===== src/rtl/shc_pkg.sv =====
package shc_pkg;
  typedef enum logic [1:0] {
    SHOW_OFF  = 2'b00,
    SHOW_ON   = 2'b01,
    SHOW_ALT  = 2'b10,
    SHOW_HALT = 2'b11
  } show_mode_e;

  localparam logic [1:0] SZ_BYTE = 2'b01;
  localparam logic [1:0] SZ_WORD = 2'b10;
endpackage


===== src/rtl/shc_mode_dec.sv =====
module shc_mode_dec
  import shc_pkg::*;
(
  input  logic [1:0] mode,
  output logic       show_on,
  output logic       halt_mode
);
  show_mode_e m;
  always_comb begin
    m         = show_mode_e'(mode);
    show_on   = (m != SHOW_OFF);
    halt_mode = (m == SHOW_HALT);
  end
endmodule


===== src/rtl/shc_halt_ctl.sv =====
module shc_halt_ctl (
  input  logic clk,
  input  logic rst_n,
  input  logic grant,
  input  logic halt_mode,
  output logic halt
);
  logic now_q;
  logic now_c;
  assign now_c = grant & halt_mode;
  always_ff @(posedge clk) begin
    if (!rst_n) now_q <= 1'b0;
    else        now_q <= now_c;
  end
  // raise at once, drop one cycle after the grant goes
  assign halt = now_c | now_q;
endmodule


===== src/rtl/shc_lane_mux.sv =====
module shc_lane_mux
  import shc_pkg::*;
#(
  parameter int DW = 16
) (
  input  logic [DW-1:0] din,
  input  logic          odd,
  input  logic [1:0]    size,
  input  logic          wr,
  input  logic          ext,
  output logic [DW-1:0] dout
);
  localparam int HW = DW / 2;
  logic [HW-1:0] sel;
  always_comb begin
    sel  = odd ? din[HW-1:0] : din[DW-1:HW];
    dout = din;
    if (ext && wr && size == SZ_BYTE) dout = {sel, sel};
  end
endmodule


===== src/rtl/shc_exporter.sv =====
module shc_exporter
  import shc_pkg::*;
#(
  parameter int              AW       = 24,
  parameter int              DW       = 16,
  parameter logic [AW-1:0]   EXT_BASE = 24'h800000
) (
  input  logic          clk,
  input  logic          rst_n,
  input  logic [1:0]    show_mode,
  input  logic          ext_grant,
  input  logic          cyc_valid,
  output logic          cyc_ready,
  input  logic [AW-1:0] cyc_addr,
  input  logic [DW-1:0] cyc_data,
  input  logic [1:0]    cyc_size,
  input  logic          cyc_write,
  output logic          ext_ds,
  output logic [1:0]    ext_size,
  output logic [DW-1:0] ext_data,
  output logic          ext_data_oe,
  output logic          halt_req
);
  logic          show_on, halt_mode, is_ext, take, drive, oe_c;
  logic [DW-1:0] muxed;

  shc_mode_dec u_dec (.mode(show_mode), .show_on(show_on), .halt_mode(halt_mode));

  shc_halt_ctl u_halt (
    .clk(clk), .rst_n(rst_n), .grant(ext_grant),
    .halt_mode(halt_mode), .halt(halt_req)
  );

  shc_lane_mux #(.DW(DW)) u_mux (
    .din(cyc_data), .odd(cyc_addr[0]), .size(cyc_size),
    .wr(cyc_write), .ext(is_ext), .dout(muxed)
  );

  assign cyc_ready = ~halt_req;
  assign is_ext    = (cyc_addr >= EXT_BASE);
  assign take      = cyc_valid & cyc_ready;
  assign drive     = take & (show_on | is_ext);
  assign oe_c      = take & (is_ext ? cyc_write : show_on);

  always_ff @(posedge clk) begin
    if (!rst_n) begin
      ext_ds      <= 1'b0;
      ext_size    <= 2'b00;
      ext_data    <= '0;
      ext_data_oe <= 1'b0;
    end else begin
      ext_ds      <= drive;
      ext_size    <= drive ? cyc_size : 2'b00;
      ext_data    <= oe_c ? muxed : '0;
      ext_data_oe <= oe_c;
    end
  end
endmodule


===== config.mk =====
export PLATFORM = sky130hd
export DESIGN_NAME = shc_exporter
export DESIGN_NICKNAME = d
export VERILOG_FILES = /design/src/rtl/shc_pkg.sv /design/src/rtl/shc_mode_dec.sv /design/src/rtl/shc_halt_ctl.sv /design/src/rtl/shc_lane_mux.sv /design/src/rtl/shc_exporter.sv
export SDC_FILE = /design/constraint.sdc
export NUM_CORES = 1
export LEC_CHECK = 0
export ABC_AREA = 1
export BUFFER_PORTS_ARGS = -buffer_cell sky130_fd_sc_hd__buf_2
export CORE_MARGIN = 5
export CORE_UTILIZATION = 34
export DETAILED_ROUTE_END_ITERATION = 7
export PLACE_DENSITY = 0.73
export SLEW_MARGIN = 25
export SYNTH_ARGS = -nofsm -noshare
export SYNTH_HDL_FRONTEND = slang
export SYNTH_SLANG_ARGS = --single-unit

===== constraint.sdc =====
create_clock -name clk -period 3.4 [get_ports clk]
set_clock_uncertainty 0.2 [all_clocks]
set_input_delay 0.85 -clock clk [delete_from_list [all_inputs] [get_ports clk]]
set_output_delay 0.85 -clock clk [all_outputs]
set_load 0.005 [all_outputs]

== Word-level counts from Yosys, hierarchy flattened ==
Cells that the tools add are included.

* Register bits after elaboration: 21
* Word-level logic and storage cells: 23

* Bitwise operators: 7
* Order comparisons: 1
* Muxes and demuxes: 3
* Equal/unequal tests: 2
* Reductions and logical operators: 5

{| class="wikitable"
|+ Operators by type and width
! cell !! count
|-
| greater-or-equal comparator 24 bit (second input constant) || 1
|-
| two-way mux 16 bit || 1
|-
| two-way mux 8 bit || 1
|-
| AND 1 bit || 4
|-
| AND reduction 2 bit || 2
|-
| equality test 2 x 1 -> 1 bit (second input constant) || 1
|-
| equality test 2 bit (second input constant) || 1
|-
| logical AND 1 bit || 2
|-
| bitwise OR 1 bit || 2
|-
| nonzero test 2 bit || 1
|-
| two-way mux 1 bit || 1
|-
| NOT 1 bit || 1
|}

== Longest topological paths before layout ==
Gate-level depths: netlist of the first run.

* Depth after elaboration: 7
* Depth in mapped cells: 8
* Depth with buffers taken out: 7

== Hierarchy ==
A second synthesis of the first run with hierarchy kept.

* Cell total of the unflattened synthesis: 156
* Area total of the unflattened synthesis: 1,021.0 um2

{| class="wikitable"
|+ By module, submodules not included
! module !! times used !! cells each !! area each (um2) !! seq. area each (um2)
|-
| shc_exporter || 1 || 70 || 645.6 || 400.4
|-
| shc_lane_mux || 1 || 75 || 315.3 || 0.0
|-
| shc_halt_ctl || 1 || 6 || 41.3 || 20.0
|-
| shc_mode_dec || 1 || 5 || 18.8 || 0.0
|}

== Worst setup path after synthesis of the first run ==
Ideal clock, no wire load.

* Path type: input-to-output
* Start point: in ext_grant
* End point: out cyc_ready
* Slack: 1.264 ns
* Required time: 2.350 ns
* Path buffers: 0
* Stages: 3
* Arrival time: 1.086 ns
* Path through: nand3_2 nand2_2 inv_2

* Cells in the longest elaborated chain, start to end: 3

{| class="wikitable"
|+ RTL lines
! what !! RTL line !! RTL
|-
| from (decl) || shc_exporter.sv:11 || <nowiki>input logic ext_grant,</nowiki>
|-
| AND 1 bit || shc_halt_ctl.sv:10 || <nowiki>assign now_c = grant & halt_mode;</nowiki>
|-
| bitwise OR 1 bit || shc_halt_ctl.sv:16 || <nowiki>assign halt = now_c | now_q;</nowiki>
|-
| named net halt_req || shc_exporter.sv:22 || <nowiki>output logic halt_req</nowiki>
|-
| NOT 1 bit || shc_exporter.sv:39 || <nowiki>assign cyc_ready = ~halt_req;</nowiki>
|-
| to (decl) || shc_exporter.sv:13 || <nowiki>output logic cyc_ready,</nowiki>
|}

The timed path passes the listed nets, and every way through them passes these cells.

== Worst setup path in the final report of the first run ==
* Start point: in show_mode[0]
* End point: out cyc_ready

* Cells in the longest elaborated chain, start to end: 4

{| class="wikitable"
|+ RTL lines
! what !! RTL line !! RTL
|-
| from (decl) || shc_exporter.sv:10 || <nowiki>input logic [1:0] show_mode,</nowiki>
|-
| equality test 2 bit || shc_mode_dec.sv:12 || <nowiki>halt_mode = (m == SHOW_HALT);</nowiki>
|-
| AND 1 bit || shc_halt_ctl.sv:10 ||
|-
| bitwise OR 1 bit || shc_halt_ctl.sv:16 ||
|-
| NOT 1 bit || shc_exporter.sv:39 ||
|}

No other way between the ends.

==> results of run 1 <==
state kept, by name, summed over array words and instances (netlist names):
signal	count
ext_size	2
ext_data	16
u_halt.now_q	1
ext_ds	1
ext_data_oe	1
power by group through the flow:
stage / clock network [mW] / logic [mW] / registers [mW]
after global placement: 0 / 0.0757 / 0.263
after detailed placement: 0 / 0.0774 / 0.263
final: 0.119 / 0.0760 / 0.257
after CTS: 0.125 / 0.0777 / 0.257
after floorplan: 0 / 0.0436 / 0.265
after global routing: 0.140 / 0.0891 / 0.259
through the flow:
step           utilization, %  total power, mW
2_1_floorplan               -            0.308
3_3_place_gp             44.5            0.338
3_5_place_dp             44.5            0.340
4_1_cts                  45.5            0.460
5_1_grt                  45.5            0.488
6_report                 45.5            0.452
metal layers:
layer  share of wire, %  track usage, %  up-vias
met2                 53            19.4       22
met4                1.7            6.23        0
met1                 39            12.6      371
li1                   -               -      511
met5                  0               0        -
met3                6.1            2.31        4
worst reg2reg max path: stages (launching register included):
cell and delay [ns]:
dfxtp_1 0.32, inv_1 0.05, nand2_2 0.08, inv_2 0.08, nand3_4 0.20, nor2_1 0.17
synth_stat cells:
| cell | n |
|---|---|
| nand3_4 | 1 |
| buf_4 | 1 |
| nand2_1 | 51 |
| dfxtp_1 | 21 |
| a21oi_4 | 1 |
| nor3_1 | 2 |
| nand3_2 | 1 |
| buf_6 | 2 |
| nand2_2 | 2 |
| or2_1 | 1 |
| nor2_2 | 4 |
| nor2_1 | 17 |
| inv_1 | 29 |
| inv_2 | 4 |
| o21ai_0 | 8 |
logic make-up (layout without fill, tap and decap cells):
logic type | Yosys count | count (layout) | synth area share (%)
flops | 21 | 21 | 43.5
simple gates | 79 | 79 | 34.8
compound gates | 9 | 9 | 5.82
buf+inv | 36 | 85 | 15.9
cell type report:
| type | count | area [sq um] | share of cell area (%) |
|---|---|---|---|
| Sequential cell | 21 | 420 | 33.8 |
| Multi-Input combinational cell | 88 | 393 | 31.6 |
| Timing Repair Buffer | 48 | 240 | 19.3 |
| Inverter | 33 | 124 | 9.96 |
| Tap cell | 31 | 38.8 | 3.12 |
| Clock buffer | 3 | 22.5 | 1.81 |
| Clock inverter | 1 | 5.00 | 0.402 |
path summary, 6_finish.rpt:
check	depth (start not counted)	slack, ns	startpoint	endpoint
worst max-delay path	5	1.04	show_mode[0]	cyc_ready
worst min-delay path	3	0.36	u_halt.now_q	ext_size[0]
worst max register to register	5	2.25	u_halt.now_q	ext_data[7]
worst min register to register	3	0.36	u_halt.now_q	ext_size[0]
==> results.sh, run 1 <==
export IMPL_dp_cells=221
export IMPL_p_sw_share_pct=26.4
export IMPL_synth_cell_types=15
export IMPL_end_kind="output port"
export IMPL_pre_cts_ws_ns=1.03
export IMPL_clk_insertion_delay_late_ns=0.29
export IMPL_drtAntennaViolNets=0
export IMPL_cts_tree="done"
export IMPL_period_minus_slack_ns=2.36
export IMPL_routedWlPerCell_microns=9.27
export IMPL_postSynthAreaPerCell_sq_um=6.67
export IMPL_vias=908
export IMPL_p_comb_share_pct=16.8
export IMPL_whs_ns=0.357
export IMPL_run_status="finished clean"
export IMPL_drc=0
export IMPL_cts_sinks=21
export IMPL_hold_buffers=0
export IMPL_dieArea_sq_um=4010
export IMPL_fin_nets=244
export IMPL_synth_top_area_share_pct=43.5
export IMPL_p_int_mw=0.333
export IMPL_fill_cells=293
export IMPL_crit_top_cell="buf_2"
export IMPL_synth_area_sq_um=967
export IMPL_layout_commonest_cell="nand2_1"
export IMPL_rsz0062_at_grt="no"
export IMPL_grt_use_total_pct=11.2
export IMPL_grt_max_degree=18
export IMPL_final_cell_mix="nand2_1, buf_2, inv_1"
export IMPL_setup_viol=0
export IMPL_cts_root_buf="clkbuf_4"
export IMPL_final_hold_violation_count=0
export IMPL_post_cts_buffers=0
export IMPL_dr_pass1_iters=3
export IMPL_place_area_sq_um=1220
export IMPL_gr_total_overflow=0
export IMPL_clkSlewWorstSetupHoldPaths_ns=0.11
export IMPL_max_stage_delay_ns=0.12
export IMPL_syn_nets=194
export IMPL_final_period_utilization_pct=69.5
export IMPL_finalInstanceArea_sq_um=1240
export IMPL_crit_arrival_ns=1.31
export IMPL_grt_pass1_vias=836
export IMPL_power_leakage_nw=0.792
export IMPL_ys_seq_elements=21
export IMPL_worst_slack_ns=1.04
export IMPL_instances_no_fill=225
export IMPL_vias_per_cell=4.04
export IMPL_final_setup_tns_ns=0
export IMPL_core_sq_um=2730
export IMPL_path_max_fanout=5
export IMPL_synth_cells=145
export IMPL_power_density_nw_per_um2=364
export IMPL_cap_violations=0
export IMPL_die_width_microns=63.3
export IMPL_p_seq_share_pct=56.9
export IMPL_cts_path_max_buffers=2
export IMPL_cpLargestDelayFamily="buffers and inverters"
export IMPL_grt_pass1_wl_microns=3620
export IMPL_worst_setup_path_type="in2out"
export IMPL_pin_count=71
export IMPL_yosysWarnings=0
export IMPL_slew_headroom_pct=75.4
export IMPL_ir_drop_mv=0.231
export IMPL_ys_seq_area_share_pct=43.5
export IMPL_synth_area_leaders="dfxtp_1, nand2_1, inv_1, nor2_1, o21ai_0"
export IMPL_routed_wl_microns=2090
export IMPL_antenna_cells=0
export IMPL_gp_congestion=0.742
export IMPL_clkPwrFrac_pct=26.3
export IMPL_worstHoldPathType="reg2reg"
export IMPL_rows=19
export IMPL_die_h_microns=63.3
export IMPL_slowest_stage="buf_2"
export IMPL_htree_levels=1
export IMPL_dp_hpwl_microns=1680
export IMPL_cp_num_buf_inv=3
export IMPL_drive_above_1_share_pct=33.5
export IMPL_cts_resized=0
export IMPL_cts_buffers=3
export IMPL_crit_required_ns=2.35
export IMPL_syn_to_final_growth_pct=28.6
export IMPL_fmax_mhz=423
export IMPL_portBuffers=48
export IMPL_start_util_pct=35.4
export IMPL_antenna_found_initial=0
export IMPL_cp_cell_sequence="buf_2 -> nand3_2 -> nand2_2 -> inv_2 -> buf_2"
export IMPL_drtIter0Drc=54
export IMPL_worstMarginPinSlew_ns=0.369
export IMPL_slew_violations=0
export IMPL_power_switching_mw=0.119
export IMPL_cp_start_kind="primary input"
export IMPL_yosysTopAreaCell="dfxtp_1"
(Power assumes the default switching activity.)
==> run 2, diff against run 1 <==
Settings changed: PLACE_DENSITY 0.73 to 0.76.
Clock period 3.4 ns to 1.9 ns, I/O delays scaled along.
==> results.sh, run 2 (synthesis results as in run 1) <==
export IMPL_period_minus_slack_ns=1.61
export IMPL_slew_violations=0
export IMPL_clkSlewWorstSetupHoldPaths_ns=0.11
export IMPL_core_sq_um=2730
export IMPL_run_status="finished clean"
export IMPL_utilization_pct=45.5
export IMPL_worstHoldPathType="in2reg"
export IMPL_crit_top_cell="buf_2"
export IMPL_rows=19
export IMPL_holdPathEnd="u_halt.now_q"
export IMPL_die_width_microns=63.3
export IMPL_dieArea_sq_um=4010
export IMPL_power_density_nw_per_um2=646
export IMPL_crit_required_ns=1.22
export IMPL_cp_cell_sequence="buf_2 -> nand3_2 -> nand2_2 -> inv_2 -> buf_2"
export IMPL_place_area_sq_um=1220
export IMPL_cts_buffers=3
export IMPL_grt_pass1_vias=870
export IMPL_whs_ns=0.195
export IMPL_cts_path_max_buffers=2
export IMPL_dr_pass1_iters=4
export IMPL_r2r_start="u_halt.now_q"
export IMPL_grt_use_total_pct=10.4
export IMPL_fin_nets=244
export IMPL_min_path_cells=3
export IMPL_antenna_found_initial=0
export IMPL_vias_per_cell=4.12
export IMPL_start_util_pct=35.4
export IMPL_path_max_fanout=5
export IMPL_cts_root_buf="clkbuf_4"
export IMPL_pin_count=71
export IMPL_htree_levels=1
export IMPL_end_kind="output port"
export IMPL_antenna_cells=0
export IMPL_slowest_stage="buf_2"
export IMPL_drtIter0Drc=31
export IMPL_dp_hpwl_microns=1630
export IMPL_fmax_mhz=620
export IMPL_largest_register="ext_data"
export IMPL_reg2reg_depth=5
export IMPL_layout_commonest_cell="nand2_1"
export IMPL_portBuffers=48
export IMPL_worst_slack_ns=0.286
export IMPL_power_leakage_nw=0.792
export IMPL_reg2reg_to="ext_data[6]"
export IMPL_cap_violations=0
export IMPL_vias=927
export IMPL_finalInstanceArea_sq_um=1240
export IMPL_syn_to_final_growth_pct=28.6
export IMPL_grt_max_degree=18
export IMPL_pre_cts_ws_ns=0.278
export IMPL_rsz0062_at_grt="no"
export IMPL_r2r_slack_ns=0.75
export IMPL_drtAntennaViolNets=0
export IMPL_hp_start="rst_n"
export IMPL_routed_wl_microns=2000
export IMPL_drc=0
export IMPL_final_hold_violation_count=0
export IMPL_clk_insertion_delay_late_ns=0.29
export IMPL_dp_cells=221
export IMPL_largest_reg_flops=16
export IMPL_gp_congestion=0.714
export IMPL_worst_setup_path_type="in2out"
export IMPL_cts_sinks=21
export IMPL_grt_pass1_wl_microns=3430
export IMPL_power_mw=0.804
export IMPL_final_cell_mix="nand2_1, buf_2, inv_1"
export IMPL_ir_drop_mv=0.429
export IMPL_worstMarginPinSlew_ns=0.336
export IMPL_crit_arrival_ns=0.94
export IMPL_slew_headroom_pct=77.6
export IMPL_reg_top3="ext_data: 16 flops, ext_size: 2 flops"
export IMPL_post_cts_buffers=0
export IMPL_cts_tree="done"
export IMPL_setup_viol=0
export IMPL_routedWlPerCell_microns=8.90
export IMPL_final_period_utilization_pct=84.9
export IMPL_drive_above_1_share_pct=33.5
export IMPL_cp_start_kind="primary input"
export IMPL_max_stage_delay_ns=0.12
export IMPL_final_setup_tns_ns=0
export IMPL_cts_resized=0
export IMPL_hold_buffers=0
export IMPL_die_h_microns=63.3
export IMPL_gr_total_overflow=0
export IMPL_instances_no_fill=225
run 2: cell counts in the layout (fill, tap and decap cells not counted):
No cell type changed its count.
run 2: worst max path at each step:
stage / startpoint / to / cells past startpoint / slack [ns]
3_5_place_dp: show_mode[0] / cyc_ready / 5 / 0.28
3_3_place_gp: show_mode[0] / cyc_ready / 5 / 0.28
6_report: show_mode[0] / cyc_ready / 5 / 0.29
2_1_floorplan: ext_grant / cyc_ready / 3 / 0.51
5_1_grt: u_halt.now_q / cyc_ready / 4 / 0.21
4_1_cts: u_halt.now_q / cyc_ready / 4 / 0.26
run 2: area by class of cell:
| class | instances | area, sq um |
|---|---|---|
| clock buffer | 3 | 22.5 |
| multi-input combinational | 88 | 393 |
| sequential | 21 | 420 |
| fill | 303 | 1490 |
| tap | 31 | 38.8 |
| timing repair buffer | 48 | 240 |
| clock inverter | 1 | 5.00 |
| inverter | 33 | 124 |
run 2: power by group:
part           switching (mW)  internal (mW)
Sequential            0.00378          0.457
Combinational          0.0742         0.0606
Clock                   0.130         0.0783
run 2: routing by layer:
metal  GRT usage [%]  share of wire, %
met1            9.97                38
met2            20.4                55
met3            2.13               5.9
met4            4.68               1.0
met5               0                 0
run 2: critical path: cells and delay by family:
| family | cells | cell delay (ns) |
|---|---|---|
| buf+inv | 3 | 0.28 |
| simple gates | 2 | 0.18 |
==> run 3, diff against run 2 <==
Clock period 1.9 ns to 1.35 ns, I/O delays scaled along.
==> results.sh, run 3 (synthesis results as in run 1) <==
export IMPL_largest_reg_flops=16
export IMPL_worst_setup_path_type="reg2out"
export IMPL_violations="setup timing"
export IMPL_cts_root_buf="clkbuf_4"
export IMPL_vias=955
export IMPL_dp_cells=224
export IMPL_dieArea_sq_um=4010
export IMPL_drtIter0Drc=27
export IMPL_holdPathEnd="u_halt.now_q"
export IMPL_die_h_microns=63.3
export IMPL_cp_cell_sequence="inv_2 -> nand2_2 -> inv_2 -> buf_2"
export IMPL_antenna_cells=0
export IMPL_rows=19
export IMPL_gr_total_overflow=0
export IMPL_core_sq_um=2730
export IMPL_slowest_stage="dfxtp_2"
export IMPL_syn_to_final_growth_pct=35.2
export IMPL_reg_top3="ext_data: 16 flops, ext_size: 2 flops"
export IMPL_dr_pass1_iters=4
export IMPL_reg2reg_depth=7
export IMPL_run_status="complete, but fails checks"
export IMPL_die_width_microns=63.3
export IMPL_power_density_nw_per_um2=880
export IMPL_setup_viol=2
export IMPL_utilization_pct=47.8
export IMPL_instances_no_fill=231
export IMPL_period_minus_slack_ns=1.41
export IMPL_hp_start="rst_n"
export IMPL_layout_commonest_cell="nand2_1"
export IMPL_power_mw=1.15
export IMPL_r2r_start="u_halt.now_q"
export IMPL_power_leakage_nw=0.828
export IMPL_drc=0
export IMPL_end_kind="output port"
export IMPL_routed_wl_microns=2040
export IMPL_cp_num_buf_inv=3
export IMPL_cp_start_kind="flip-flop"
export IMPL_cpLargestDelayFamily="flip-flops"
export IMPL_final_hold_violation_count=0
export IMPL_dp_hpwl_microns=1690
export IMPL_cts_path_max_buffers=2
export IMPL_portBuffers=48
export IMPL_final_period_utilization_pct=104
export IMPL_slew_violations=0
export IMPL_cts_buffers=3
export IMPL_routedWlPerCell_microns=8.84
export IMPL_cap_violations=0
export IMPL_worst_slack_ns=-0.0574
export IMPL_cts_sinks=21
export IMPL_slew_headroom_pct=81.5
export IMPL_grt_max_degree=18
export IMPL_cts_tree="done"
export IMPL_crit_top_cell="inv_2"
export IMPL_r2r_slack_ns=0.09
export IMPL_reg2reg_to="ext_data[1]"
export IMPL_max_stage_delay_ns=0.34
export IMPL_worstHoldPathType="in2reg"
export IMPL_hold_buffers=0
export IMPL_fin_nets=250
export IMPL_clk_insertion_delay_late_ns=0.29
export IMPL_crit_arrival_ns=0.87
export IMPL_crit_required_ns=0.81
export IMPL_rsz0062_at_grt="yes"
export IMPL_final_cell_mix="nand2_1, buf_2, inv_1"
export IMPL_drive_above_1_share_pct=37.0
export IMPL_htree_levels=1
export IMPL_grt_pass1_wl_microns=3520
export IMPL_drtAntennaViolNets=0
export IMPL_fill_cells=301
export IMPL_ir_drop_mv=0.567
export IMPL_min_path_cells=3
export IMPL_grt_pass1_vias=897
export IMPL_worstMarginPinSlew_ns=0.276
export IMPL_antenna_found_initial=0
export IMPL_final_setup_tns_ns=-0.0835
export IMPL_fmax_mhz=711
export IMPL_pin_count=71
export IMPL_grt_use_total_pct=10.7
export IMPL_path_max_fanout=3
export IMPL_start_util_pct=35.4
export IMPL_gp_congestion=0.718
export IMPL_largest_register="ext_data"
export IMPL_vias_per_cell=4.13
export IMPL_whs_ns=0.0513
export IMPL_clkSlewWorstSetupHoldPaths_ns=0.11
==> run 3: what timing repair did <==
action                     in CTS  in global routing
hold endpoints to repair        0                  0
setup buffers                   2                  1
setup endpoints to repair       2                  3
pin swaps                       1                  2
gates resized for setup         0                  4
==> run 3: cell type report <==
type | count | area, sq um | share of cell area [%]
Clock buffer | 3 | 22.5 | 1.72
Clock inverter | 1 | 5.00 | 0.383
Inverter | 33 | 124 | 9.47
Multi-Input combinational cell | 88 | 393 | 30.0
Sequential cell | 21 | 423 | 32.3
Tap cell | 31 | 38.8 | 2.97
Timing Repair Buffer | 54 | 302 | 23.1
==> run 3: worst max path at each step <==
stage,startpoint,end,slack (ns),depth (start not counted)
2_1_floorplan,cyc_addr[23],ext_data[0],0.13,5
3_3_place_gp,cyc_addr[23],ext_data[14],-0.008,8
3_5_place_dp,cyc_addr[23],ext_data[15],-0.03,8
4_1_cts,u_halt.now_q,cyc_ready,-0.09,4
5_1_grt,u_halt.now_q,cyc_ready,-0.13,4
6_report,u_halt.now_q,cyc_ready,-0.06,4
==> run 3: worst min-delay path: stages <==
cell and delay (ns):
buf_2 0.10, inv_1 0.04, nor2_1 0.04
==> run 3: stage by stage <==
step | setup WS [ns] | area (sq um)
finish | -0.0574 | 1310
global route | -0.128 | 1310
CTS | -0.0863 | 1290
detailed placement | -0.0314 | 1250
global placement | -0.00773 | 1250
floorplan | 0.134 | 967
==> run 3: routing by layer <==
| metal | wire length, microns | track usage [%] |
|---|---|---|
| met2 | 1150 | 20.1 |
| met4 | 21 | 4.94 |
| met5 | 0 | 0 |
| met1 | 743 | 10.8 |
| met3 | 128 | 2.49 |
==> run 3: report_power, final <==
| group | switching, mW | total [mW] | internal, mW |
|---|---|---|---|
| clock network | 0.185 | 0.295 | 0.110 |
| logic | 0.109 | 0.208 | 0.0991 |
| registers | 0.00511 | 0.648 | 0.643 |
